## config.mk

```make
export PLATFORM = sky130hd
export DESIGN_NAME = dpm_mover
export DESIGN_NICKNAME = d
export VERILOG_FILES = /design/src/rtl/dpm_pkg.sv /design/src/rtl/dpm_pkt_buf.sv /design/src/rtl/dpm_quota.sv /design/src/rtl/dpm_drop_cnt.sv /design/src/rtl/dpm_mover.sv
export SDC_FILE = /design/constraint.sdc
export NUM_CORES = 1
export LEC_CHECK = 0
export ABC_CLOCK_PERIOD_IN_PS = 5820
export BUFFER_PORTS_ARGS = -buffer_cell sky130_fd_sc_hd__buf_2
export CELL_PAD_IN_SITES_DETAIL_PLACEMENT = 1
export CELL_PAD_IN_SITES_GLOBAL_PLACEMENT = 2
export CORE_ASPECT_RATIO = 0.6
export CORE_MARGIN = 3
export CORE_UTILIZATION = 31
export CTS_BUF_LIST = sky130_fd_sc_hd__clkbuf_4 sky130_fd_sc_hd__clkbuf_8
export CTS_CLUSTER_DIAMETER = 200
export DETAILED_ROUTE_END_ITERATION = 12
export GPL_ROUTABILITY_DRIVEN = 0
export PLACE_DENSITY = 0.73
export SYNTH_ARGS = -nofsm -noshare
export SYNTH_HDL_FRONTEND = slang
export SYNTH_SLANG_ARGS = --single-unit
```

## constraint.sdc

```tcl
create_clock -name clk -period 5.82 [get_ports clk]
set_input_delay 0.291 -clock clk [delete_from_list [all_inputs] [get_ports clk]]
set_output_delay 0.291 -clock clk [all_outputs]
set_load 0.03 [all_outputs]
```

## src/rtl/dpm_pkg.sv

```systemverilog
package dpm_pkg;

    typedef enum logic [1:0] {
        DST_HOST = 2'd0,
        DST_MGR  = 2'd1,
        DST_DROP = 2'd2,
        DST_SELF = 2'd3
    } dst_e;

    typedef enum logic [1:0] {
        ST_COLLECT,
        ST_DECIDE,
        ST_SEND,
        ST_FREE
    } mv_state_e;

endpackage

```

## src/rtl/dpm_pkt_buf.sv

```systemverilog
module dpm_pkt_buf #(
    parameter int PTR_W   = 12,
    parameter int COLOR_W = 1,
    parameter int DEPTH   = 4,
    localparam int IDX_W  = (DEPTH > 1) ? $clog2(DEPTH) : 1
) (
    input  logic               clk,
    input  logic               wr_en,
    input  logic [IDX_W-1:0]   wr_idx,
    input  logic [PTR_W-1:0]   wr_ptr,
    input  logic [COLOR_W-1:0] wr_color,
    input  logic [IDX_W-1:0]   rd_idx,
    output logic [PTR_W-1:0]   rd_ptr,
    output logic [COLOR_W-1:0] rd_color
);
    logic [PTR_W-1:0]   ptr_mem   [DEPTH];
    logic [COLOR_W-1:0] color_mem [DEPTH];

    always_ff @(posedge clk) begin
        if (wr_en) begin
            ptr_mem[wr_idx]   <= wr_ptr;
            color_mem[wr_idx] <= wr_color;
        end
    end

    assign rd_ptr   = ptr_mem[rd_idx];
    assign rd_color = color_mem[rd_idx];
endmodule

```

## src/rtl/dpm_quota.sv

```systemverilog
module dpm_quota #(
    parameter int QUOTA     = 6,
    parameter int MAX_PAGES = 4,
    localparam int PG_W     = $clog2(MAX_PAGES + 1),
    localparam int OCC_W    = $clog2(QUOTA + MAX_PAGES + 1)
) (
    input  logic            clk,
    input  logic            rst_n,
    input  logic [PG_W-1:0] req_pages,
    input  logic            inc_en,
    input  logic            dec_en,
    output logic            fits
);
    logic [OCC_W-1:0] occ_q;
    logic [OCC_W-1:0] sum;

    assign fits = (occ_q + OCC_W'(req_pages)) <= OCC_W'(QUOTA);
    assign sum  = occ_q + (inc_en ? OCC_W'(req_pages) : '0);

    always_ff @(posedge clk) begin
        if (!rst_n) begin
            occ_q <= '0;
        end else if (dec_en && sum != '0) begin
            occ_q <= sum - 1'b1;
        end else begin
            occ_q <= sum;
        end
    end

    AST_QUOTA_BOUND: assert property (@(posedge clk) disable iff (!rst_n)
        occ_q <= OCC_W'(QUOTA));
    AST_OCC_FLOOR: assert property (@(posedge clk) disable iff (!rst_n)
        (occ_q == '0 && dec_en && !inc_en) |=> occ_q == '0);
endmodule

```

## src/rtl/dpm_drop_cnt.sv

```systemverilog
module dpm_drop_cnt #(
    parameter int CNT_W = 16
) (
    input  logic             clk,
    input  logic             rst_n,
    input  logic             inc,
    input  logic             clr,
    output logic [CNT_W-1:0] cnt,
    output logic             half
);
    localparam logic [CNT_W-1:0] CNT_MAX = '1;
    logic [CNT_W-1:0] base;

    assign base = clr ? '0 : cnt;
    assign half = cnt[CNT_W-1];

    always_ff @(posedge clk) begin
        if (!rst_n) begin
            cnt <= '0;
        end else if (inc && base != CNT_MAX) begin
            cnt <= base + 1'b1;
        end else begin
            cnt <= base;
        end
    end

    AST_CNT_SATURATE: assert property (@(posedge clk) disable iff (!rst_n)
        (cnt == CNT_MAX && !clr) |=> cnt == CNT_MAX);
    AST_CNT_CLEARED: assert property (@(posedge clk) disable iff (!rst_n)
        (clr && !inc) |=> cnt == '0);
endmodule

```

## src/rtl/dpm_mover.sv

```systemverilog
module dpm_mover #(
    parameter int PTR_W      = 12,
    parameter int COLOR_W    = 1,
    parameter int MAX_PAGES  = 4,
    parameter int HOST_QUOTA = 6,
    parameter int MGR_QUOTA  = 3,
    parameter int CNT_W      = 16,
    localparam int NCOLOR    = 2 ** COLOR_W,
    localparam int PG_W      = $clog2(MAX_PAGES + 1),
    localparam int IDX_W     = (MAX_PAGES > 1) ? $clog2(MAX_PAGES) : 1
) (
    input  logic               clk,
    input  logic               rst_n,
    input  logic               in_valid,
    output logic               in_ready,
    input  logic [PTR_W-1:0]   in_ptr,
    input  logic               in_sop,
    input  logic               in_eop,
    input  logic [1:0]         in_dest,
    input  logic [COLOR_W-1:0] in_color,
    output logic [1:0]         out_valid,
    output logic [PTR_W-1:0]   out_ptr,
    output logic               out_sop,
    output logic               out_eop,
    input  logic               fr_valid,
    output logic               fr_ready,
    input  logic [PTR_W-1:0]   fr_ptr,
    input  logic [COLOR_W-1:0] fr_color,
    input  logic               fr_src,
    output logic [NCOLOR-1:0]  ret_valid,
    output logic [PTR_W-1:0]   ret_ptr,
    input  logic               rd_en,
    input  logic               rd_sel,
    output logic [CNT_W-1:0]   rd_data,
    output logic [1:0]         irq
);
    import dpm_pkg::*;

    mv_state_e          state_q, state_d;
    logic [PG_W-1:0]    wcnt_q;
    logic [PG_W-1:0]    rdx_q;
    dst_e               dest_q;
    logic               accept;
    logic               is_fwd;
    logic               dsel;
    logic               last_page;
    logic [PTR_W-1:0]   buf_ptr;
    logic [COLOR_W-1:0] buf_color;
    logic [1:0]         fits;
    logic [1:0]         occ_inc;
    logic [1:0]         occ_dec;
    logic [1:0]         drop_inc;
    logic [1:0]         cnt_clr;
    logic [CNT_W-1:0]   cnt [2];
    logic [1:0]         half;

    assign accept    = in_valid && (state_q == ST_COLLECT);
    assign is_fwd    = (dest_q == DST_HOST) || (dest_q == DST_MGR);
    assign dsel      = dest_q[0];
    assign last_page = (rdx_q == wcnt_q - 1'b1);

    dpm_pkt_buf #(
        .PTR_W   (PTR_W),
        .COLOR_W (COLOR_W),
        .DEPTH   (MAX_PAGES)
    ) u_buf (
        .clk      (clk),
        .wr_en    (accept),
        .wr_idx   (wcnt_q[IDX_W-1:0]),
        .wr_ptr   (in_ptr),
        .wr_color (in_color),
        .rd_idx   (rdx_q[IDX_W-1:0]),
        .rd_ptr   (buf_ptr),
        .rd_color (buf_color)
    );

    for (genvar d = 0; d < 2; d++) begin : g_dest
        assign occ_inc[d]  = (state_q == ST_DECIDE) && is_fwd && (dsel == d[0]) && fits[d];
        assign drop_inc[d] = (state_q == ST_DECIDE) && is_fwd && (dsel == d[0]) && !fits[d];
        assign occ_dec[d]  = fr_valid && fr_ready && (fr_src == d[0]);
        assign cnt_clr[d]  = rd_en && (rd_sel == d[0]);

        dpm_quota #(
            .QUOTA     ((d == 0) ? HOST_QUOTA : MGR_QUOTA),
            .MAX_PAGES (MAX_PAGES)
        ) u_quota (
            .clk       (clk),
            .rst_n     (rst_n),
            .req_pages (wcnt_q),
            .inc_en    (occ_inc[d]),
            .dec_en    (occ_dec[d]),
            .fits      (fits[d])
        );

        dpm_drop_cnt #(
            .CNT_W (CNT_W)
        ) u_drop (
            .clk   (clk),
            .rst_n (rst_n),
            .inc   (drop_inc[d]),
            .clr   (cnt_clr[d]),
            .cnt   (cnt[d]),
            .half  (half[d])
        );
    end

    // Next-state selection
    always_comb begin
        state_d = state_q;
        unique case (state_q)
            ST_COLLECT: if (accept && in_eop) state_d = ST_DECIDE;
            ST_DECIDE:  state_d = (is_fwd && fits[dsel]) ? ST_SEND : ST_FREE;
            ST_SEND:    if (last_page) state_d = ST_COLLECT;
            ST_FREE:    if (last_page) state_d = ST_COLLECT;
            default:    state_d = ST_COLLECT;
        endcase
    end

    // State and packet bookkeeping registers
    always_ff @(posedge clk) begin
        if (!rst_n) begin
            state_q <= ST_COLLECT;
            wcnt_q  <= '0;
            rdx_q   <= '0;
            dest_q  <= DST_HOST;
        end else begin
            state_q <= state_d;
            unique case (state_q)
                ST_COLLECT: if (accept) begin
                    wcnt_q <= wcnt_q + 1'b1;
                    if (in_eop) dest_q <= dst_e'(in_dest);
                end
                ST_DECIDE: rdx_q <= '0;
                ST_SEND, ST_FREE: begin
                    rdx_q <= rdx_q + 1'b1;
                    if (last_page) wcnt_q <= '0;
                end
                default: ;
            endcase
        end
    end

    // Outputs
    always_comb begin
        in_ready  = (state_q == ST_COLLECT);
        fr_ready  = (state_q != ST_FREE);
        out_valid = '0;
        out_ptr   = buf_ptr;
        out_sop   = (state_q == ST_SEND) && (rdx_q == '0);
        out_eop   = (state_q == ST_SEND) && last_page;
        ret_valid = '0;
        ret_ptr   = fr_ptr;
        if (state_q == ST_SEND) out_valid[dsel] = 1'b1;
        if (state_q == ST_FREE) begin
            ret_valid[buf_color] = 1'b1;
            ret_ptr              = buf_ptr;
        end else if (fr_valid) begin
            ret_valid[fr_color] = 1'b1;
        end
    end

    assign rd_data = rd_sel ? cnt[1] : cnt[0];
    assign irq     = half;

    AST_PKT_FITS: assert property (@(posedge clk) disable iff (!rst_n)
        (accept && wcnt_q == PG_W'(MAX_PAGES - 1)) |-> in_eop);
    AST_ONLY_FWD_CODES: assert property (@(posedge clk) disable iff (!rst_n)
        (|out_valid) |-> (dest_q == DST_HOST || dest_q == DST_MGR));
    AST_SOP_AFTER_DECIDE: assert property (@(posedge clk) disable iff (!rst_n)
        ((|out_valid) && out_sop) |-> $past(state_q) == ST_DECIDE);
    AST_RET_ONEHOT: assert property (@(posedge clk) disable iff (!rst_n)
        $onehot0(ret_valid));
    AST_NO_MIX: assert property (@(posedge clk) disable iff (!rst_n)
        (|out_valid) |-> !in_ready);
endmodule

```

# Word level (Yosys, flattened, before mapping)
# Memories as Yosys holds them, arrays and structs flattened. A register that Yosys moved wholly into a read port is not among the register bits.
# Index checks and enable logic that the tools add are counted.
[word_totals]
reg_bits = 49
latchBits = 0
mem_bits_rw = 52
romBits = 0
input_bits = 37
out_inout_bits = 50
wordCells = 116
n_memories = 2
[classes]
n_addsub = 11
multipliers = 0
n_div = 0
n_lt_le_gt_ge = 8
eq_ne = 11
n_shift = 0
n_mux = 35
n_bitwise = 3
n_reduce_logical = 38
[memory_table]
columns = ["memory", "words", "width", "rd", "rd_clocked_by_memory_dff", "write_ports", "line_no", "rtl"]
rows = [
  ["u_buf.ptr_mem", 4, 12, 1, 1, 1, "dpm_pkt_buf.sv:16", "logic [PTR_W-1:0] ptr_mem [DEPTH];"],
  ["u_buf.color_mem", 4, 1, 1, 1, 1, "dpm_pkt_buf.sv:17", "logic [COLOR_W-1:0] color_mem [DEPTH];"],
]
[ops]
columns = ["cell", "count"]
rows = [
  ["two-way mux 16 bit", 5],
  ["adder 16 x 1 -> 16 bit (second input constant)", 2],
  ["inequality test 16 bit (second input constant)", 2],
  ["logical AND 1 bit", 24],
  ["two-way mux 2 bit", 9],
  ["two-way mux 3 bit", 5],
  ["two-way mux 12 bit", 1],
  ["case mux 3 bit (2 select lines)", 2],
  ["two-way mux 1 bit", 8],
  ["adder 3 x 1 -> 3 bit (second input constant)", 2],
  ["adder 3 bit", 2],
  ["less-than comparator 1 x 2 -> 1 bit (second input constant)", 3],
  ["inequality test 2 x 1 -> 1 bit (second input constant)", 3],
  ["case mux 2 bit (3 select lines)", 1],
  ["AND reduction 3 bit", 2],
  ["subtractor 3 x 1 -> 3 bit (second input constant)", 2],
  ["adder 4 x 3 -> 4 bit", 1],
  ["adder 4 bit", 1],
  ["== test 2 x 1 -> 1 bit (second input constant)", 2],
  ["== test 2 bit (second input constant)", 2],
  ["<= comparator 4 x 3 -> 1 bit (second input constant)", 1],
  ["zero test 2 bit", 2],
  ["two-way mux 4 bit", 1],
  ["nonzero test 2 bit", 2],
  ["14 further kinds", 21],
]

# Logic depth before layout (Yosys ltp)
[logic_depth]
depth_word = 10
ltp_mapped = 14
depth_no_buf = 14

# Cells and area by module
# A second synthesis with hierarchy kept.
[unflattened]
cells_unflattened = 460
area_unflattened_um2 = 5416.4
[by_module_without_submodules]
columns = ["mod", "instances", "cells_per_inst", "area_each_um2", "seq_area_each_um2"]
rows = [
  ["dpm_pkt_buf", 1, 71, 1913.1, 1561.5],
  ["dpm_drop_cnt", 2, 100, 864.6, 320.3],
  ["dpm_mover", 1, 111, 1053.5, 200.2],
  ["dpm_quota at g_dest[0].u_quota", 1, 49, 447.9, 80.1],
  ["dpm_quota at g_dest[1].u_quota", 1, 29, 272.8, 60.1],
]

# Worst setup path after synthesis
# No wires, ideal clock.
[synth_path]
path_kind = "register to register"
startpoint = "register wcnt_q[0]"
endpoint = "register g_dest[1].u_quota.occ_q[1]"
setup_ns = 0.065
arrival_ns = 3.162
required_time_ns = 5.755
slack_ns = 2.593
stages_incl_launch_ff = 15
path_buffers = 0
period_less_slack_ns = 3.227
cell_sequence = "dfxtp_1 -> ha_1 -> inv_1 -> fa_1 -> xnor3_1 -> and2b_1 -> and2_1 -> ha_1 -> inv_1 -> fa_1 -> ha_1 -> ha_1 -> nand3b_1 -> mux2_2 -> nor2_1"
[synth_via]
elab_chain_cells = 8
elab_cells_between_ends = 9
cone_classes = "add/sub (3); order compare (1); mux (2); reduce/logical (3)"
[synth_lines]
columns = ["element", "line_no", "rtl"]
rows = [
  ["start: declaration", "dpm_mover.sv:40", "logic [PG_W-1:0] wcnt_q;"],
  ["start signal: assignment", "dpm_mover.sv:130", "wcnt_q <= wcnt_q + 1'b1;"],
  ["adder 3 bit", "dpm_quota.sv:17", "assign fits = (occ_q + OCC_W'(req_pages)) <= OCC_W'(QUOTA);"],
  ["<= comparator 3 x 2 -> 1 bit", "dpm_quota.sv:17", ""],
  ["logical AND 1 bit", "dpm_mover.sv:78", "assign occ_inc[d] = (state_q == ST_DECIDE) && is_fwd && (dsel == d[0]) && fits[d];"],
  ["two-way mux 3 bit *", "dpm_quota.sv:18", "assign sum = occ_q + (inc_en ? OCC_W'(req_pages) : '0);"],
  ["adder 3 bit *", "dpm_quota.sv:18", ""],
  ["parallel branches: the longest is 2 deep, another holds subtractor 3 x 1 -> 3 bit", "--", ""],
  ["two-way mux 3 bit *", "dpm_quota.sv:23", "end else if (dec_en && sum != '0) begin"],
  ["end signal: assignment", "dpm_quota.sv:24", "occ_q <= sum - 1'b1;"],
  ["end signal: assignment", "dpm_quota.sv:26", "occ_q <= sum;"],
  ["end: declaration", "dpm_quota.sv:14", "logic [OCC_W-1:0] occ_q;"],
]
# Every way passes the cells marked *.
# A chain may end at the register's enable or synchronous reset.

# Final worst setup path
[layout_path]
startpoint = "register wcnt_q[1]"
endpoint = "register g_dest[1].u_quota.occ_q[1]"
# The elaborated chain is that of the path after synthesis.

==> results.txt <==
status -> complete, no violations
Yosys reg bits -> 103
# hold bufs at CTS -> 0
Worst Path Required -> 6.13 ns
crit path time final -> 3.61 ns
Fmax achieved -> 0.277 GHz
IO Count -> 87
CP delay by family, top -> adder cells
crit end category -> register
CP most frequent cell -> ha_1
worst clock skew -> 0.0167 ns
first-pass GRT wire length -> 24400 um
WL final -> 14900 um
Mapped Area -> 5440 um2
Vias -> 4164
Crit Path Category -> register to register
RSZ-0062 raised after global routing -> no
Flop pwr share -> 0.546
CP peak stage delay -> 0.50 ns
initial core utilization -> 0.326
Fin. Hold Viols -> 0
clock share of power -> 0.311
Top FF cell, synth -> edfxtp_1
CP bufs+invs -> 2
Comb power frac -> 0.143
fin cells -> 795
Switching Share -> 0.297
Final TNS setup -> 0 ns
row cnt -> 36
power density over the cells -> 237 nW/um2
drt wl/cell -> 18.7 um
die height -> 109 um
Final setup viols -> 0
Pre-antenna DRT Iters -> 4
Leak -> 0.00238 uW
EDFF count, synth -> 52
Nets -> 623
Int Power -> 1040 uW
Worst slew margin -> 0.233
total clock sinks -> 103
Critical Path Stages -> 13
Post-CTS Setup Inserts -> 0
CTS tree -> done
share of cells above drive strength 1 -> 0.277
dpl cells -> 779
net count after synthesis -> 547
max-cap violations -> 0
drc violations -> 0
Mean Syn Cell Area -> 11.2 um2
initial antenna violation count -> 0
Yosys top cell area share -> 0.287
Overall Global Routing Usage -> 0.162
Reg2Reg Depth -> 13
Post-DP HPWL -> 11100 um
H-tree depth -> 3
data arrival time of the worst path -> 3.92 ns
Cells after Synth -> 486
Die X -> 177 um
via/cell ratio -> 5.24
grt ovf -> 0
ANT nets after route -> 0
register area share after synthesis -> 0.474
post-route clock period utilization -> 0.620
Slew Limit Fails -> 0
later-pin clock latency in the skew report -> 0.38 ns
port buffer count -> 85
Layout fillers -> 1869
Synth async-reset ratio -> 0
FF-to-FF End -> g_dest[1].u_quota.occ_q[1]
die area -> 19200 um2
synth-to-layout area growth -> 15.2%
worst hold path type -> primary input to register
Cell variety after synth -> 63
crit-path max FO -> 7
post-cts sizing count -> 0
antenna cells -> 0
CTS Buffer Depth -> 2
commonest non-fill, non-tap cell in the layout -> buf_2
Crit Reg-Reg Startpoint -> wcnt_q[1]
dominant cells by area after synthesis -> edfxtp_1 (29%), dfxtp_1 (19%), mux2_2 (6.0%), mux4_2 (5.4%), ha_1 (4.6%)
Peak VDD IR -> 110 uV
P_sw -> 442 uW
DR iter-0 viols -> 204
crit start category -> register
Num CTS Buffers -> 9
Yosys top cell by area -> edfxtp_1
Worst setup startpoint -> wcnt_q[1]
Syn. warnings -> 0
worst-path cell chain -> inv_1, fa_1, xnor3_1, and2b_1, and2_1, ha_1, inv_1, fa_1, ha_1, ha_1, nand3b_1, mux2_2, nor2_1
Worst-Margin Slew -> 1.15 ns
vias in the first global route -> 4493
most frequent cells in the layout -> buf_2 (85), edfxtp_1 (52), dfxtp_1 (51), nand2_1 (45)
CP max stage cell -> dfxtp_1
clock slew at reported path FFs -> 0.12 ns
cell at the root of the clock tree -> clkbuf_8
core area -> 16700 um2
Reg2Reg Setup Slack -> 2.21 ns
final hold slack -> 0.124 ns
pin count of the biggest net entering global routing -> 27
Setup crit end -> g_dest[1].u_quota.occ_q[1]
==> worst min path at each step <==
stage | from | endpoint | slack, ns | cells past startpoint
4_1_cts | in_ptr[7] | u_buf.ptr_mem[3][7] | 0.10 | 1
2_1_floorplan | in_color | u_buf.color_mem[0] | 0.39 | 0
6_report | in_ptr[6] | u_buf.ptr_mem[0][6] | 0.12 | 1
3_5_place_dp | g_dest[1].u_drop.cnt[9] | g_dest[1].u_drop.cnt[9] | 0.51 | 2
5_1_grt | in_ptr[2] | u_buf.ptr_mem[2][2] | 0.10 | 1
3_3_place_gp | g_dest[1].u_drop.cnt[9] | g_dest[1].u_drop.cnt[9] | 0.48 | 2
==> cells by family after synthesis <==
group | count (synthesis) | synth area share
AND/OR/NAND/NOR | 175 | 0.172
buffers and inverters | 35 | 0.0285
flip-flops | 103 | 0.474
adder cells (fa/ha/maj) | 24 | 0.0607
multiplexers | 51 | 0.130
XOR/XNOR | 14 | 0.0251
AO/OA/AOI/OAI | 84 | 0.109
==> registers in the layout, indices dropped and copies added, names as in the netlist, named ones only <==
signal                count
g_dest.u_drop.cnt        32
state_q                   2
rdx_q                     3
dest_q                    2
g_dest.u_quota.occ_q      7
u_buf.color_mem           4
u_buf.ptr_mem            48
wcnt_q                    3
==> cells in the mapped netlist, types with 2 or more instances <==
| cell | n |
|---|---|
| a2111oi_4 | 2 |
| a21boi_1 | 2 |
| a21o_1 | 2 |
| a21oi_1 | 31 |
| a31o_1 | 8 |
| a31oi_1 | 8 |
| a41o_1 | 5 |
| and2_1 | 6 |
| and3_1 | 9 |
| and4_1 | 4 |
| buf_2 | 4 |
| buf_4 | 3 |
| clkbuf_1 | 14 |
| dfxtp_1 | 51 |
| edfxtp_1 | 52 |
| fa_1 | 4 |
| ha_1 | 20 |
| inv_1 | 12 |
| mux2_2 | 29 |
| mux2i_1 | 9 |
| mux4_2 | 13 |
| nand2_1 | 45 |
| nand2b_1 | 5 |
| nand3_1 | 28 |
| nand3b_1 | 3 |
| nand4_1 | 12 |
| nor2_1 | 31 |
| nor2b_1 | 4 |
| nor3_1 | 4 |
| nor3b_1 | 2 |
| o21a_1 | 2 |
| o21ai_0 | 6 |
| o21ai_1 | 3 |
| o31ai_1 | 4 |
| or3_1 | 5 |
| or4_1 | 6 |
| xnor2_1 | 8 |
| xor2_1 | 5 |
==> area by class of cell <==
type	count	area, um2	share of cell area
sequential	103	2580	0.412
inverter	13	48.8	0.00778
clock inverter	6	62.6	0.00998
timing repair buffer	87	440	0.0702
tap	228	285	0.0455
multi-input combinational	348	2710	0.433
clock buffer	10	138	0.0220
==> power groups by stage <==
stage | Combinational [uW] | Sequential [uW] | Clock, uW
after floorplan | 156 | 815 | 0
after global placement | 209 | 827 | 0
after detailed placement | 215 | 829 | 0
after CTS | 216 | 812 | 479
after global routing | 234 | 816 | 512
final | 213 | 811 | 462
==> per-stage QoR <==
step	power, uW	area, um2	setup WS [ns]	util
detailed placement	1040	6070	2.25	0.363
floorplan	970	5440	2.59	-
global route	1560	6270	1.94	0.375
global placement	1040	6070	2.31	0.363
finish	1490	6270	2.21	0.375
CTS	1510	6270	2.19	0.375
==> routing by layer <==
metal  global-route usage  routed length [um]  vias up
met5                    0                   0        -
met4               0.0370                 144        0
met3               0.0296                 670       13
met2                0.254                6430       94
met1                0.234                7610     2070
li1                     -                   -     1987
Note: power is estimated with default switching activity, not from simulation.
